File: config.mk
export PLATFORM = sky130hd
export DESIGN_NAME = nand_xfer_port
export DESIGN_NICKNAME = d
export VERILOG_FILES = /design/src/rtl/nxp_pkg.sv /design/src/rtl/nxp_rb_edge.sv /design/src/rtl/nxp_shift.sv /design/src/rtl/nxp_regs.sv /design/src/rtl/nand_xfer_port.sv
export SDC_FILE = /design/constraint.sdc
export NUM_CORES = 1
export LEC_CHECK = 0
export BUFFER_PORTS_ARGS = -buffer_cell sky130_fd_sc_hd__buf_4
export CAP_MARGIN = 20
export CORE_AREA = 5 5 119 121
export DETAILED_ROUTE_END_ITERATION = 12
export DIE_AREA = 0 0 124 126
export PLACE_DENSITY = 0.81
export SLEW_MARGIN = 20
export SYNTH_ARGS = -nofsm -noshare
export SYNTH_HDL_FRONTEND = slang
export SYNTH_SLANG_ARGS = --single-unit
File: constraint.sdc
create_clock -name clk_i -period 4.2 [get_ports clk_i]
set_clock_uncertainty 0.05 [all_clocks]
set_input_delay 0.63 -clock clk_i [delete_from_list [all_inputs] [get_ports clk_i]]
set_output_delay 0.63 -clock clk_i [all_outputs]
set_load 0.005 [all_outputs]
File: src/rtl/nxp_pkg.sv
`timescale 1ns/1ps
package nxp_pkg;
  localparam int unsigned REG_AW = 8;

  localparam logic [REG_AW-1:0] OFS_CFG     = 8'h00;
  localparam logic [REG_AW-1:0] OFS_STS     = 8'h04;
  localparam logic [REG_AW-1:0] OFS_STS_EN  = 8'h08;
  localparam logic [REG_AW-1:0] OFS_SIG_EN  = 8'h0C;
  localparam logic [REG_AW-1:0] OFS_HEN     = 8'h10;
  localparam logic [REG_AW-1:0] OFS_TX_BASE = 8'h14;
  localparam logic [REG_AW-1:0] OFS_RX      = 8'h24;

  localparam int unsigned BIT_TX_EMPTY    = 0;
  localparam int unsigned BIT_TX_NOT_FULL = 1;
  localparam int unsigned BIT_RX_READY    = 2;
  localparam int unsigned BIT_RX_NOT_FULL = 3;
  localparam int unsigned BIT_RB_EVT      = 26;

  localparam int unsigned BIT_CS_MAN_EN = 1;
  localparam int unsigned BIT_CS_ASSERT = 0;
endpackage

File: src/rtl/nxp_rb_edge.sv
`timescale 1ns/1ps
module nxp_rb_edge (
  input  logic clk_i,
  input  logic rst_ni,
  input  logic rb_i,
  output logic rise_o
);
  logic rb_q;

  // reset high so a line that is already ready gives no false edge
  always_ff @(posedge clk_i or negedge rst_ni) begin
    if (!rst_ni) rb_q <= 1'b1;
    else         rb_q <= rb_i;
  end

  assign rise_o = rb_i & ~rb_q;
endmodule

File: src/rtl/nxp_shift.sv
`timescale 1ns/1ps
module nxp_shift #(
  parameter int unsigned BYTE_W = 8,
  parameter int unsigned LANES  = 4,
  localparam int unsigned WORD_W = BYTE_W * LANES,
  localparam int unsigned CNT_W  = $clog2(LANES + 1)
) (
  input  logic              clk_i,
  input  logic              rst_ni,
  input  logic              en_i,
  input  logic              load_i,
  input  logic [CNT_W-1:0]  load_cnt_i,
  input  logic [WORD_W-1:0] load_word_i,
  input  logic              pop_i,
  output logic              busy_o,
  output logic [BYTE_W-1:0] dout_o,
  output logic              dout_vld_o,
  input  logic [BYTE_W-1:0] din_i,
  output logic              rx_valid_o,
  output logic [WORD_W-1:0] rx_word_o
);
  logic              busy_q;
  logic [CNT_W-1:0]  cnt_q;
  logic [WORD_W-1:0] tx_q;
  logic [WORD_W-1:0] acc_q;
  logic              rx_valid_q;
  logic [WORD_W-1:0] rx_word_q;
  logic              last_byte;
  logic [WORD_W-1:0] acc_nxt;

  assign last_byte = busy_q && (cnt_q == CNT_W'(1));
  // new byte enters at the top so a short word ends up packed high
  assign acc_nxt   = {din_i, acc_q[WORD_W-1:BYTE_W]};

  always_ff @(posedge clk_i or negedge rst_ni) begin
    if (!rst_ni) begin
      busy_q     <= 1'b0;
      cnt_q      <= '0;
      tx_q       <= '0;
      acc_q      <= '0;
      rx_valid_q <= 1'b0;
      rx_word_q  <= '0;
    end else if (!en_i) begin
      busy_q     <= 1'b0;
      cnt_q      <= '0;
      tx_q       <= '0;
      acc_q      <= '0;
      rx_valid_q <= 1'b0;
      rx_word_q  <= '0;
    end else begin
      if (pop_i) rx_valid_q <= 1'b0;
      if (busy_q) begin
        tx_q  <= tx_q >> BYTE_W;
        acc_q <= acc_nxt;
        cnt_q <= cnt_q - CNT_W'(1);
        if (last_byte) begin
          busy_q     <= 1'b0;
          rx_valid_q <= 1'b1;
          rx_word_q  <= acc_nxt;
        end
      end else if (load_i && (load_cnt_i != '0)) begin
        busy_q <= 1'b1;
        cnt_q  <= load_cnt_i;
        tx_q   <= load_word_i;
        acc_q  <= '0;
      end
    end
  end

  assign busy_o     = busy_q;
  assign dout_o     = tx_q[BYTE_W-1:0];
  assign dout_vld_o = busy_q & en_i;
  assign rx_valid_o = rx_valid_q;
  assign rx_word_o  = rx_word_q;

  AST_LAST_BYTE_DONE: assert property (@(posedge clk_i) disable iff (!rst_ni)
    (last_byte && en_i) |=> (!busy_o && rx_valid_o));
  AST_POP_CLEARS: assert property (@(posedge clk_i) disable iff (!rst_ni)
    (pop_i && !busy_q && en_i) |=> !rx_valid_o);
  AST_DISABLE_CLEARS: assert property (@(posedge clk_i) disable iff (!rst_ni)
    !en_i |=> (!busy_o && !rx_valid_o));
  AST_BUSY_IGNORES_LOAD: assert property (@(posedge clk_i) disable iff (!rst_ni)
    (busy_q && !last_byte && en_i && load_i) |=> (busy_o && cnt_q == $past(cnt_q) - CNT_W'(1)));
endmodule

File: src/rtl/nxp_regs.sv
`timescale 1ns/1ps
module nxp_regs
  import nxp_pkg::*;
#(
  parameter int unsigned LANES  = 4,
  parameter int unsigned WORD_W = 32,
  localparam int unsigned CNT_W = $clog2(LANES + 1),
  localparam int unsigned IDX_W = REG_AW - 2
) (
  input  logic              clk_i,
  input  logic              rst_ni,
  input  logic              bus_req_i,
  input  logic              bus_we_i,
  input  logic [REG_AW-1:0] bus_addr_i,
  input  logic [WORD_W-1:0] bus_wdata_i,
  output logic [WORD_W-1:0] bus_rdata_o,
  input  logic              rb_rise_i,
  input  logic              tx_busy_i,
  input  logic              rx_valid_i,
  input  logic [WORD_W-1:0] rx_word_i,
  output logic              hen_o,
  output logic              ce_n_o,
  output logic              tx_load_o,
  output logic [CNT_W-1:0]  tx_cnt_o,
  output logic              rx_pop_o,
  output logic              irq_o
);
  logic              wr, rd;
  logic [1:0]        cfg_q;
  logic              hen_q;
  logic              rb_evt_q;
  logic [WORD_W-1:0] sts_en_q, sig_en_q, raw_sts;
  logic [REG_AW-1:0] tx_off;
  logic [IDX_W-1:0]  tx_idx;
  logic              tx_hit;

  assign wr = bus_req_i & bus_we_i;
  assign rd = bus_req_i & ~bus_we_i;

  assign tx_off = bus_addr_i - OFS_TX_BASE;
  assign tx_idx = tx_off[REG_AW-1:2];
  assign tx_hit = (bus_addr_i >= OFS_TX_BASE) && (tx_off[1:0] == 2'b00)
                  && (tx_idx < IDX_W'(LANES));
  // the first address carries a full word, the next ones 1..LANES-1 bytes
  assign tx_cnt_o  = (tx_idx == '0) ? CNT_W'(LANES) : CNT_W'(tx_idx);
  assign tx_load_o = wr & tx_hit;
  assign rx_pop_o  = rd && (bus_addr_i == OFS_RX);

  always_comb begin
    raw_sts                  = '0;
    raw_sts[BIT_TX_EMPTY]    = ~tx_busy_i;
    raw_sts[BIT_TX_NOT_FULL] = ~tx_busy_i;
    raw_sts[BIT_RX_READY]    = rx_valid_i;
    raw_sts[BIT_RX_NOT_FULL] = ~rx_valid_i;
    raw_sts[BIT_RB_EVT]      = rb_evt_q;
  end

  always_ff @(posedge clk_i or negedge rst_ni) begin
    if (!rst_ni) begin
      cfg_q    <= '0;
      hen_q    <= 1'b0;
      sts_en_q <= '1;
      sig_en_q <= WORD_W'(1) << BIT_RB_EVT;
    end else if (wr) begin
      unique case (bus_addr_i)
        OFS_CFG:    cfg_q    <= {bus_wdata_i[BIT_CS_MAN_EN], bus_wdata_i[BIT_CS_ASSERT]};
        OFS_HEN:    hen_q    <= bus_wdata_i[0];
        OFS_STS_EN: sts_en_q <= bus_wdata_i;
        OFS_SIG_EN: sig_en_q <= bus_wdata_i;
        default: ;
      endcase
    end
  end

  // set has priority over a same-cycle clear so no edge is lost
  always_ff @(posedge clk_i or negedge rst_ni) begin
    if (!rst_ni)                rb_evt_q <= 1'b0;
    else if (rb_rise_i)         rb_evt_q <= 1'b1;
    else if (wr && bus_addr_i == OFS_STS && bus_wdata_i[BIT_RB_EVT])
                                rb_evt_q <= 1'b0;
  end

  always_comb begin
    unique case (bus_addr_i)
      OFS_CFG:    bus_rdata_o = WORD_W'(cfg_q);
      OFS_STS:    bus_rdata_o = raw_sts & sts_en_q;
      OFS_STS_EN: bus_rdata_o = sts_en_q;
      OFS_SIG_EN: bus_rdata_o = sig_en_q;
      OFS_HEN:    bus_rdata_o = WORD_W'(hen_q);
      OFS_RX:     bus_rdata_o = rx_word_i;
      default:    bus_rdata_o = '0;
    endcase
  end

  assign hen_o  = hen_q;
  assign ce_n_o = ~(cfg_q[1] & cfg_q[0]);
  assign irq_o  = |(raw_sts & sts_en_q & sig_en_q);

  AST_RB_EDGE_LATCH: assert property (@(posedge clk_i) disable iff (!rst_ni)
    rb_rise_i |=> bus_rdata_o[BIT_RB_EVT] || !sts_en_q[BIT_RB_EVT] || bus_addr_i != OFS_STS);
  AST_RB_EVT_HOLDS: assert property (@(posedge clk_i) disable iff (!rst_ni)
    (rb_evt_q && !(wr && bus_addr_i == OFS_STS && bus_wdata_i[BIT_RB_EVT])) |=> rb_evt_q);
  AST_CS_BOTH_SET: assert property (@(posedge clk_i) disable iff (!rst_ni)
    (wr && bus_addr_i == OFS_CFG && bus_wdata_i[1:0] == 2'b11) |=> !ce_n_o);
  AST_CS_ONE_CLEAR: assert property (@(posedge clk_i) disable iff (!rst_ni)
    (wr && bus_addr_i == OFS_CFG && bus_wdata_i[1:0] != 2'b11) |=> ce_n_o);
endmodule

File: src/rtl/nand_xfer_port.sv
`timescale 1ns/1ps
module nand_xfer_port
  import nxp_pkg::*;
#(
  parameter int unsigned BYTE_W = 8,
  parameter int unsigned LANES  = 4,
  localparam int unsigned WORD_W = BYTE_W * LANES,
  localparam int unsigned CNT_W  = $clog2(LANES + 1)
) (
  input  logic              clk_i,
  input  logic              rst_ni,
  input  logic              bus_req_i,
  input  logic              bus_we_i,
  input  logic [REG_AW-1:0] bus_addr_i,
  input  logic [WORD_W-1:0] bus_wdata_i,
  output logic [WORD_W-1:0] bus_rdata_o,
  output logic [BYTE_W-1:0] nand_dout_o,
  output logic              nand_dout_vld_o,
  input  logic [BYTE_W-1:0] nand_din_i,
  input  logic              nand_rb_i,
  output logic              nand_ce_no,
  output logic              irq_o
);
  logic              rb_rise, hen, tx_load, rx_pop, tx_busy, rx_valid;
  logic [CNT_W-1:0]  tx_cnt;
  logic [WORD_W-1:0] rx_word;

  nxp_rb_edge u_rb_edge (
    .clk_i  (clk_i),
    .rst_ni (rst_ni),
    .rb_i   (nand_rb_i),
    .rise_o (rb_rise)
  );

  nxp_regs #(.LANES(LANES), .WORD_W(WORD_W)) u_regs (
    .clk_i       (clk_i),
    .rst_ni      (rst_ni),
    .bus_req_i   (bus_req_i),
    .bus_we_i    (bus_we_i),
    .bus_addr_i  (bus_addr_i),
    .bus_wdata_i (bus_wdata_i),
    .bus_rdata_o (bus_rdata_o),
    .rb_rise_i   (rb_rise),
    .tx_busy_i   (tx_busy),
    .rx_valid_i  (rx_valid),
    .rx_word_i   (rx_word),
    .hen_o       (hen),
    .ce_n_o      (nand_ce_no),
    .tx_load_o   (tx_load),
    .tx_cnt_o    (tx_cnt),
    .rx_pop_o    (rx_pop),
    .irq_o       (irq_o)
  );

  nxp_shift #(.BYTE_W(BYTE_W), .LANES(LANES)) u_shift (
    .clk_i       (clk_i),
    .rst_ni      (rst_ni),
    .en_i        (hen),
    .load_i      (tx_load),
    .load_cnt_i  (tx_cnt),
    .load_word_i (bus_wdata_i),
    .pop_i       (rx_pop),
    .busy_o      (tx_busy),
    .dout_o      (nand_dout_o),
    .dout_vld_o  (nand_dout_vld_o),
    .din_i       (nand_din_i),
    .rx_valid_o  (rx_valid),
    .rx_word_o   (rx_word)
  );

  AST_TX_WRITE_STARTS: assert property (@(posedge clk_i) disable iff (!rst_ni)
    (tx_load && hen && !tx_busy) |=> nand_dout_vld_o);
endmodule

# Word level (Yosys, flattened, before mapping)
# Index checks and enable logic that the tools add are counted.
dict set report word_totals {
  reg_bits 170
  out_inout_bits 43
  elab_cells 80
  in_bits 53
}
dict set report op_classes {
  mux 24
  magnitude_cmp 2
  n_addsub 2
  n_eq_ne 9
  bitwise_logic 13
  n_reduce_logical 18
}
# op count
set ops {}
lappend ops {{32-bit 2-to-1 mux} 9}
lappend ops {{32-bit case mux with 6 select lines} 1}
lappend ops {{27-bit by 32-bit AND with 32-bit output} 1}
lappend ops {{32-bit AND} 1}
lappend ops {{32-bit OR reduction} 1}
lappend ops {{8-bit by 4-bit == test with 1-bit output (second input constant)} 2}
lappend ops {{3-bit 2-to-1 mux} 4}
lappend ops {{1-bit 2-to-1 mux} 10}
lappend ops {{2-bit AND reduction} 5}
lappend ops {{8-bit by 3-bit == test with 1-bit output (second input constant)} 1}
lappend ops {{8-bit by 5-bit == test with 1-bit output (second input constant)} 1}
lappend ops {{8-bit by 6-bit == test with 1-bit output (second input constant)} 1}
lappend ops {{8-bit by 5-bit >= comparator with 1-bit output (second input constant)} 1}
lappend ops {{8-bit zero test} 1}
lappend ops {{8-bit by 5-bit subtractor with 8-bit output (second input constant)} 1}
lappend ops {{1-bit logical AND} 7}
lappend ops {{1-bit AND} 6}
lappend ops {{6-bit zero test} 1}
lappend ops {{6-bit by 3-bit < comparator with 1-bit output (second input constant)} 1}
lappend ops {{1-bit inverter} 5}
lappend ops {{2-bit by 1-bit inequality test with 1-bit output (second input constant)} 2}
lappend ops {{3-bit by 1-bit == test with 1-bit output (second input constant)} 1}
lappend ops {{3-bit by 1-bit inequality test with 1-bit output (second input constant)} 1}
lappend ops {{3-bit nonzero test} 1}
lappend ops {{3 further kinds} 3}

# Depth between registers and ports, before layout
# Gate-level depths: netlist of run 1.
dict set report logic_depth {
  word_depth 9
  mapped_depth 9
  mapped_depth_nobuf 7
}

# By module
# A second synthesis of run 1 with hierarchy kept.
dict set report unflattened {
  cells_unflattened 706
  area_unflattened_um2 7602.3
}
# mod seq_area_each_um2 n_inst cells_each area_per_inst_um2
set modules_own_cells {}
lappend modules_own_cells {nxp_shift 2327.2 1 402 4025.1}
lappend modules_own_cells {nxp_regs 1742.9 1 302 3537.1}
lappend modules_own_cells {nxp_rb_edge 26.3 1 2 40.0}

# Worst setup path before layout of run 1
# No wires, ideal clock.
dict set report synth_timing {
  path_type {input to output}
  from {input bus_addr_i[6]}
  to {output bus_rdata_o[10]}
  required_ns 3.520
  path_stages 8
  path_buffers 3
  slack_ns 1.270
  t_arrival_ns 2.250
  path_cell_list {or4_1 > buf_2 > nor3_1 > and2_1 > buf_2 > clkbuf_1 > a222oi_1 > inv_1}
}
dict set report synth_via {
  elab_chain_cells 2
  word_cells_on_any_way 7
  cone_classes {eq/ne (5); mux (1); reduce/logical (1)}
}
# item line_no
set synth_rtl {}
lappend synth_rtl {{start: declaration} nand_xfer_port.sv:14} ;# input logic [REG_AW-1:0] bus_addr_i,
lappend synth_rtl {{8-bit by 6-bit == test with 1-bit output (tied with other cells)} nxp_regs.sv:84} ;# unique case (bus_addr_i)
lappend synth_rtl {{32-bit case mux with 6 select lines *} nxp_regs.sv:84}
lappend synth_rtl {{end: declaration} nand_xfer_port.sv:16} ;# output logic [WORD_W-1:0] bus_rdata_o,
# Every way passes the cells marked *; elsewhere a longest branch is shown, timed or not.

# Worst setup path in the final report of run 1
dict set report layout_timing {
  from {input bus_addr_i[6]}
  to {output bus_rdata_o[13]}
}
# The elaborated chain is that of the path after synthesis.

==> out/metrics.cfg, run 1 <==
[routing]
avgRoutedWirePerCell_um = 22.04
drt_iter0_drc = 782
wl_um = 19640
drc = 0
dr.pass1.iters = 7
vias = 5557
antenna_left = 0
via_per_inst = 6.237

[sta]
period_needed_ps = 3260
hold_slack_ps = 238.2
max_freq_ghz = 0.3067
drv_slew = 0
setup_viol = 0
finalSetupTns_ps = 0
rsz0062_at_grt = false
period_share = 0.7763
tightestPinTransition_ps = 875.9
relSlewSlack = 0.4161
hold_viol = 0

[placement]
io_buffers = 95
place_congestion = 0.8396
dp_hpwl_um = 13030

[yosys]
synth_ff_type = dfrtp_1
yosysWarningCount = 0
ys_top_cells_by_area = dfrtp_1 (42%), mux2_4 (12%), dfstp_2 (12%)
async_reset_ff_frac = 1.000
syn_area_sq_mm = 0.007622
synth.most_common_cell = dfrtp_1
synth-seq-area-share = 0.5374
ys_ff_latch = 162
synth_cell_types = 45
synth_top_area_cell = dfrtp_1
syn-mean-instance-area_sq_um = 12.00
netlist_instances = 635
synthTopCellsByCount = dfrtp_1 (128), mux2_4 (60), a22o_1 (45)
synth_top_area_share = 0.4202
synth-edff-count = 0
syn_nets = 696

[power_and_ir_drop]
powerDensity_mw_per_mm2 = 359.1
max-vdd-ir-drop_mv = 0.1957
leakage_nw = 4.363

[clocking]
clock-sinks = 162
cts-hold-fix-buffers = 0
postCtsSetupBuffers = 0
clock_path_buffers = 2
cts_root_buffer = clkbuf_16
htree_levels = 4
clkTransAtPathRegs_ps = 60
clock_latency_ps = 430
cts_buffers = 17
cts_tree = built
cts_resized = 0

[critical_path]
endpoint_kind = output port
crit_required_ps = 3520
path_max_fanout = 27
rrSetupSlack_ps = 1630
setup.worst_path.start_class = primary input
cp.arrival_ps = 2580
criticalPathCategory = in -> out

[floorplanning]
start_util = 0.5872
die_h_um = 126
die_width_um = 124
core_area_sq_mm = 0.01298
dieArea_sq_mm = 0.01562
num_io_pins = 96
placementRows = 42

[final_layout]
diodes = 0
nNetsFinal = 763
multi_input_area_sq_mm = 0.003090
regArea_sq_mm = 0.004098
drive_gt1_frac = 0.3399
n_fill_cell = 954
syn_to_final_growth_pct = 16.48

[run]
drv_cap = 0

[grt]
grt_overflow = 0
grt_pass1_vias = 5718
grt_pass1_wl_um = 31130
grt_max_degree = 97
grt_usage = 0.2582
grt_antenna_before_repair = 0

[status]
status = finished clean

[worst_hold_path]
worstHoldPathType = in -> async

==> state kept, by name, indices dropped and copies added, names as in the netlist <==
register            flops
u_regs.hen_o            1
u_shift.busy_o          1
u_regs.rb_evt_q         1
u_regs.sig_en_q        32
u_rb_edge.rb_q          1
u_shift.tx_q           32
u_shift.rx_word_o      32
u_regs.sts_en_q        32
u_shift.rx_valid_o      1
u_shift.acc_q          24
u_shift.cnt_q           3
u_regs.cfg_q            2
==> worst max-delay path: stages <==
cell      delay (ps)
buf_4            100
or4_1            660
nor3_1           280
and2_1           180
buf_4            320
a222oi_1         170
inv_1            100
buf_4            110
==> cells in the final DEF (no fill, tap or decap), types with 3 or more instances in the layout <==
master      Yosys  layout
o21ai_0        32      32
ha_1            8       8
nor2_1         38      38
clkinvlp_4      0       4
buf_4           9     105
and2_1          4       4
a22o_1         45      45
nand2_1        40      40
a222oi_1       28      28
mux2_2          7       7
dfrtp_1       128     127
mux2_4         60      60
a21boi_0       14      14
dfstp_2        34      34
a21o_1          4       4
nand3b_1        3       3
mux2i_1         9       9
a22oi_1         3       3
inv_1          35      35
a211oi_1       25      25
clkbuf_16       0      17
a21oi_1         4       4
nor3_1         28      27
nand3_1         3       3
clkbuf_1       32       3
inv_6           0       3
==> kinds of logic (layout without fill, tap and decap cells) <==
group,Yosys count,count (layout),synth area share
buffers and inverters,93,173,0.05794
DFF,162,162,0.5374
xor gates and xnor gates,1,1,0.001149
adders and majority gates,8,8,0.01313
and+or+nand+nor,130,130,0.08175
AOI/OAI and AO/OA,165,165,0.1683
muxes,76,76,0.1403
==> power breakdown <==
| group | internal, mW | switching [mW] |
|---|---|---|
| registers | 1.59 | 0.0130 |
| logic | 0.0713 | 0.0959 |
| clock network | 0.791 | 0.630 |
| total | 2.45 | 0.739 |
==> area by class of cell <==
class | count | area share
Timing Repair Buffer | 106 | 0.09005
Clock inverter | 10 | 0.008455
Sequential cell | 162 | 0.4615
Inverter | 35 | 0.01480
Clock buffer | 22 | 0.05228
Multi-Input combinational cell | 380 | 0.3481
Tap cell | 176 | 0.02480
==> per-layer routing <==
metal | wire [um] | GRT usage | vias up
li1 | - | - | 2442
met1 | 8482 | 0.3568 | 2818
met2 | 9548 | 0.4034 | 254
met3 | 1106 | 0.05067 | 43
met4 | 502 | 0.1012 | 0
met5 | 0 | 0 | -
==> metrics by stage <==
| stage | std cells | utilization | power [mW] | instance area, sq um | worst slack, ps |
|---|---|---|---|---|---|
| 5_1_grt | 891 | 0.6840 | 3.293 | 8879 | 782.7 |
| 3_5_place_dp | 859 | 0.6425 | 1.792 | 8339 | 960.1 |
| 3_3_place_gp | 859 | 0.6425 | 1.786 | 8339 | 1017 |
| 4_1_cts | 891 | 0.6840 | 3.197 | 8879 | 929.1 |
| 2_1_floorplan | 635 | - | 1.685 | 7622 | 1270 |
| 6_report | 891 | 0.6840 | 3.188 | 8879 | 939.6 |
==> final timing paths <==
path,cells after the start,start,endpoint
max,8,bus_addr_i[6],bus_rdata_o[13]
min,1,rst_ni,u_regs.hen_o
max reg2reg,4,u_shift.busy_o,u_shift.rx_word_o[23]
min reg2reg,1,u_shift.acc_q[10],u_shift.acc_q[10]
max in group asynchronous,2,rst_ni,u_regs.sts_en_q[28]
min in group clk_i,1,nand_rb_i,u_rb_edge.rb_q
(Power assumes the default switching activity.)
==> inputs of run 2 (changes only) <==
CORE_AREA = 5 5 121 123   (was 5 5 119 121)
DIE_AREA = 0 0 126 128   (was 0 0 124 126)
PLACE_DENSITY = 0.79   (was 0.81)
clock period = 3.05 ns   (was 4.2 ns; I/O delays follow)
==> run 2 against run 1 <==
  * The run now ends with negative hold slack left
  * Largest power group unchanged
  * Via count grew 1.9%
  * Sequential power rose by 38%
  * First-iteration DRC count fell by 1.5%
  * Worst hold slack got worse by 250 ps
  * Sequential cell count stayed put
  * Die area increased by 3.2%
  * Setup slack worse by 700 ps
  * Largest cell class unchanged
==> out/metrics.cfg, run 2 (synthesis results as in run 1) <==
[status]
status = finished, violations left
violations = negative hold slack

[floorplanning]
die_width_um = 126
core_area_sq_mm = 0.01356
placementRows = 43
num_io_pins = 96
dieArea_sq_mm = 0.01613
die_h_um = 128
start_util = 0.5622

[grt]
grt_overflow = 0
grt_pass1_vias = 5826
grt_max_degree = 76
grt_usage = 0.2490
grt_pass1_wl_um = 31660
grt_antenna_before_repair = 0

[critical_path]
path_max_fanout = 27
endpoint_kind = output port
setup.worst_path.start_class = primary input
crit_path_start = bus_addr_i[6]
reg2reg_to = u_shift.acc_q[25]
setup.worst_path.end = bus_rdata_o[27]
rrSetupSlack_ps = 790
crit_required_ps = 2540
criticalPathCategory = in -> out
cp.arrival_ps = 2300
r2r_start = u_shift.busy_o
reg2regPathDepth = 6

[clocking]
postCtsSetupBuffers = 0
htree_levels = 4
clock_path_buffers = 2
cts_resized = 0
cts_tree = built
cts_buffers = 17
clock_latency_ps = 430
cts-hold-fix-buffers = 0
clkTransAtPathRegs_ps = 60
cts_root_buffer = clkbuf_16
clock-sinks = 162

[final_layout]
final_cells = 901
multi_input_area_sq_mm = 0.003090
final_common_cell = dfrtp_1
drive_gt1_frac = 0.3440
nNetsFinal = 769
diodes = 0
syn_to_final_growth_pct = 18.99
n_fill_cell = 991
regArea_sq_mm = 0.004098
final_cell_mix = dfrtp_1 (127), buf_4 (104), mux2_4 (60)

[sta]
tightestPinTransition_ps = 779.0
hold_viol = 2
drv_slew = 0
finalSetupTns_ps = 0
period_share = 0.9204
rsz0062_at_grt = false
max_freq_ghz = 0.3562
setup_viol = 0
relSlewSlack = 0.4807
hold_slack_ps = -13.89
period_needed_ps = 2807

[placement]
dp_hpwl_um = 13050
io_buffers = 95
placed_cells = 869
place_congestion = 0.8631

[power_and_ir_drop]
leakage_nw = 4.448
p_total_mw = 4.601
max-vdd-ir-drop_mv = 0.4066
powerDensity_mw_per_mm2 = 507.3

[routing]
drt_iter0_drc = 770
routed-wl-met2_um = 9084
avgRoutedWirePerCell_um = 21.59
wl_um = 19460
wl_met1_um = 8286
drc = 0
via_per_inst = 6.286
vias = 5664
wl_met3_um = 1454
dr.pass1.iters = 8
antenna_left = 0
routed.top_layer = met4

[run]
drv_cap = 0

[worst_hold_path]
worstHoldPathType = in -> async

run 2: changes by cell type in the layout (fill, tap and decap cells not counted), moves of 2 or more:
| cell | delta |
|---|---|
| buf_12 | +7 |
| clkbuf_8 | -2 |
| bufinv_16 | +3 |
| clkinvlp_4 | -2 |
run 2: cell type report:
cell class	instances	share of cell area
Sequential cell	162	0.4518
Multi-Input combinational cell	380	0.3407
Timing Repair Buffer	112	0.1028
Clock buffer	21	0.04856
Tap cell	180	0.02483
Clock inverter	11	0.01683
Inverter	35	0.01448
run 2: worst max-delay path, stage by stage:
cell and delay (ps):
buf_4 100, or4_1 670, nor3_1 310, and2_1 230
buf_12 200, a222oi_1 120, inv_1 80, buf_4 100
run 2: power breakdown:
group	switching, mW	internal [mW]
registers	0.0199	2.19
clock network	0.871	1.30
logic	0.128	0.101
total	1.02	3.58
run 2: metrics by stage:
| stage | utilization | area [sq um] | worst slack (ps) |
|---|---|---|---|
| final | 0.6690 | 9070 | 242.8 |
| after floorplan | - | 7622 | 464.6 |
| after detailed placement | 0.6252 | 8477 | 243.3 |
| after global routing | 0.6690 | 9070 | 98.01 |
| after CTS | 0.6690 | 9070 | 247.2 |
| after global placement | 0.6252 | 8477 | 304.2 |
run 2: worst min path at each step:
stage	start	endpoint	cells after the start
after floorplan	rst_ni	u_regs.cfg_q[0]	0
after detailed placement	u_shift.acc_q[8]	u_shift.acc_q[8]	1
after CTS	rst_ni	u_regs.sig_en_q[8]	1
after global placement	u_shift.acc_q[11]	u_shift.acc_q[11]	1
final	rst_ni	u_regs.sig_en_q[8]	1
after global routing	rst_ni	u_regs.sig_en_q[8]	1
run 2: per-layer routing:
metal  up-vias  GRT usage
li1       2468          -
met1      2859     0.3373
met2       284     0.3809
met3        53    0.05917
met4         0     0.1199
met5         -          0
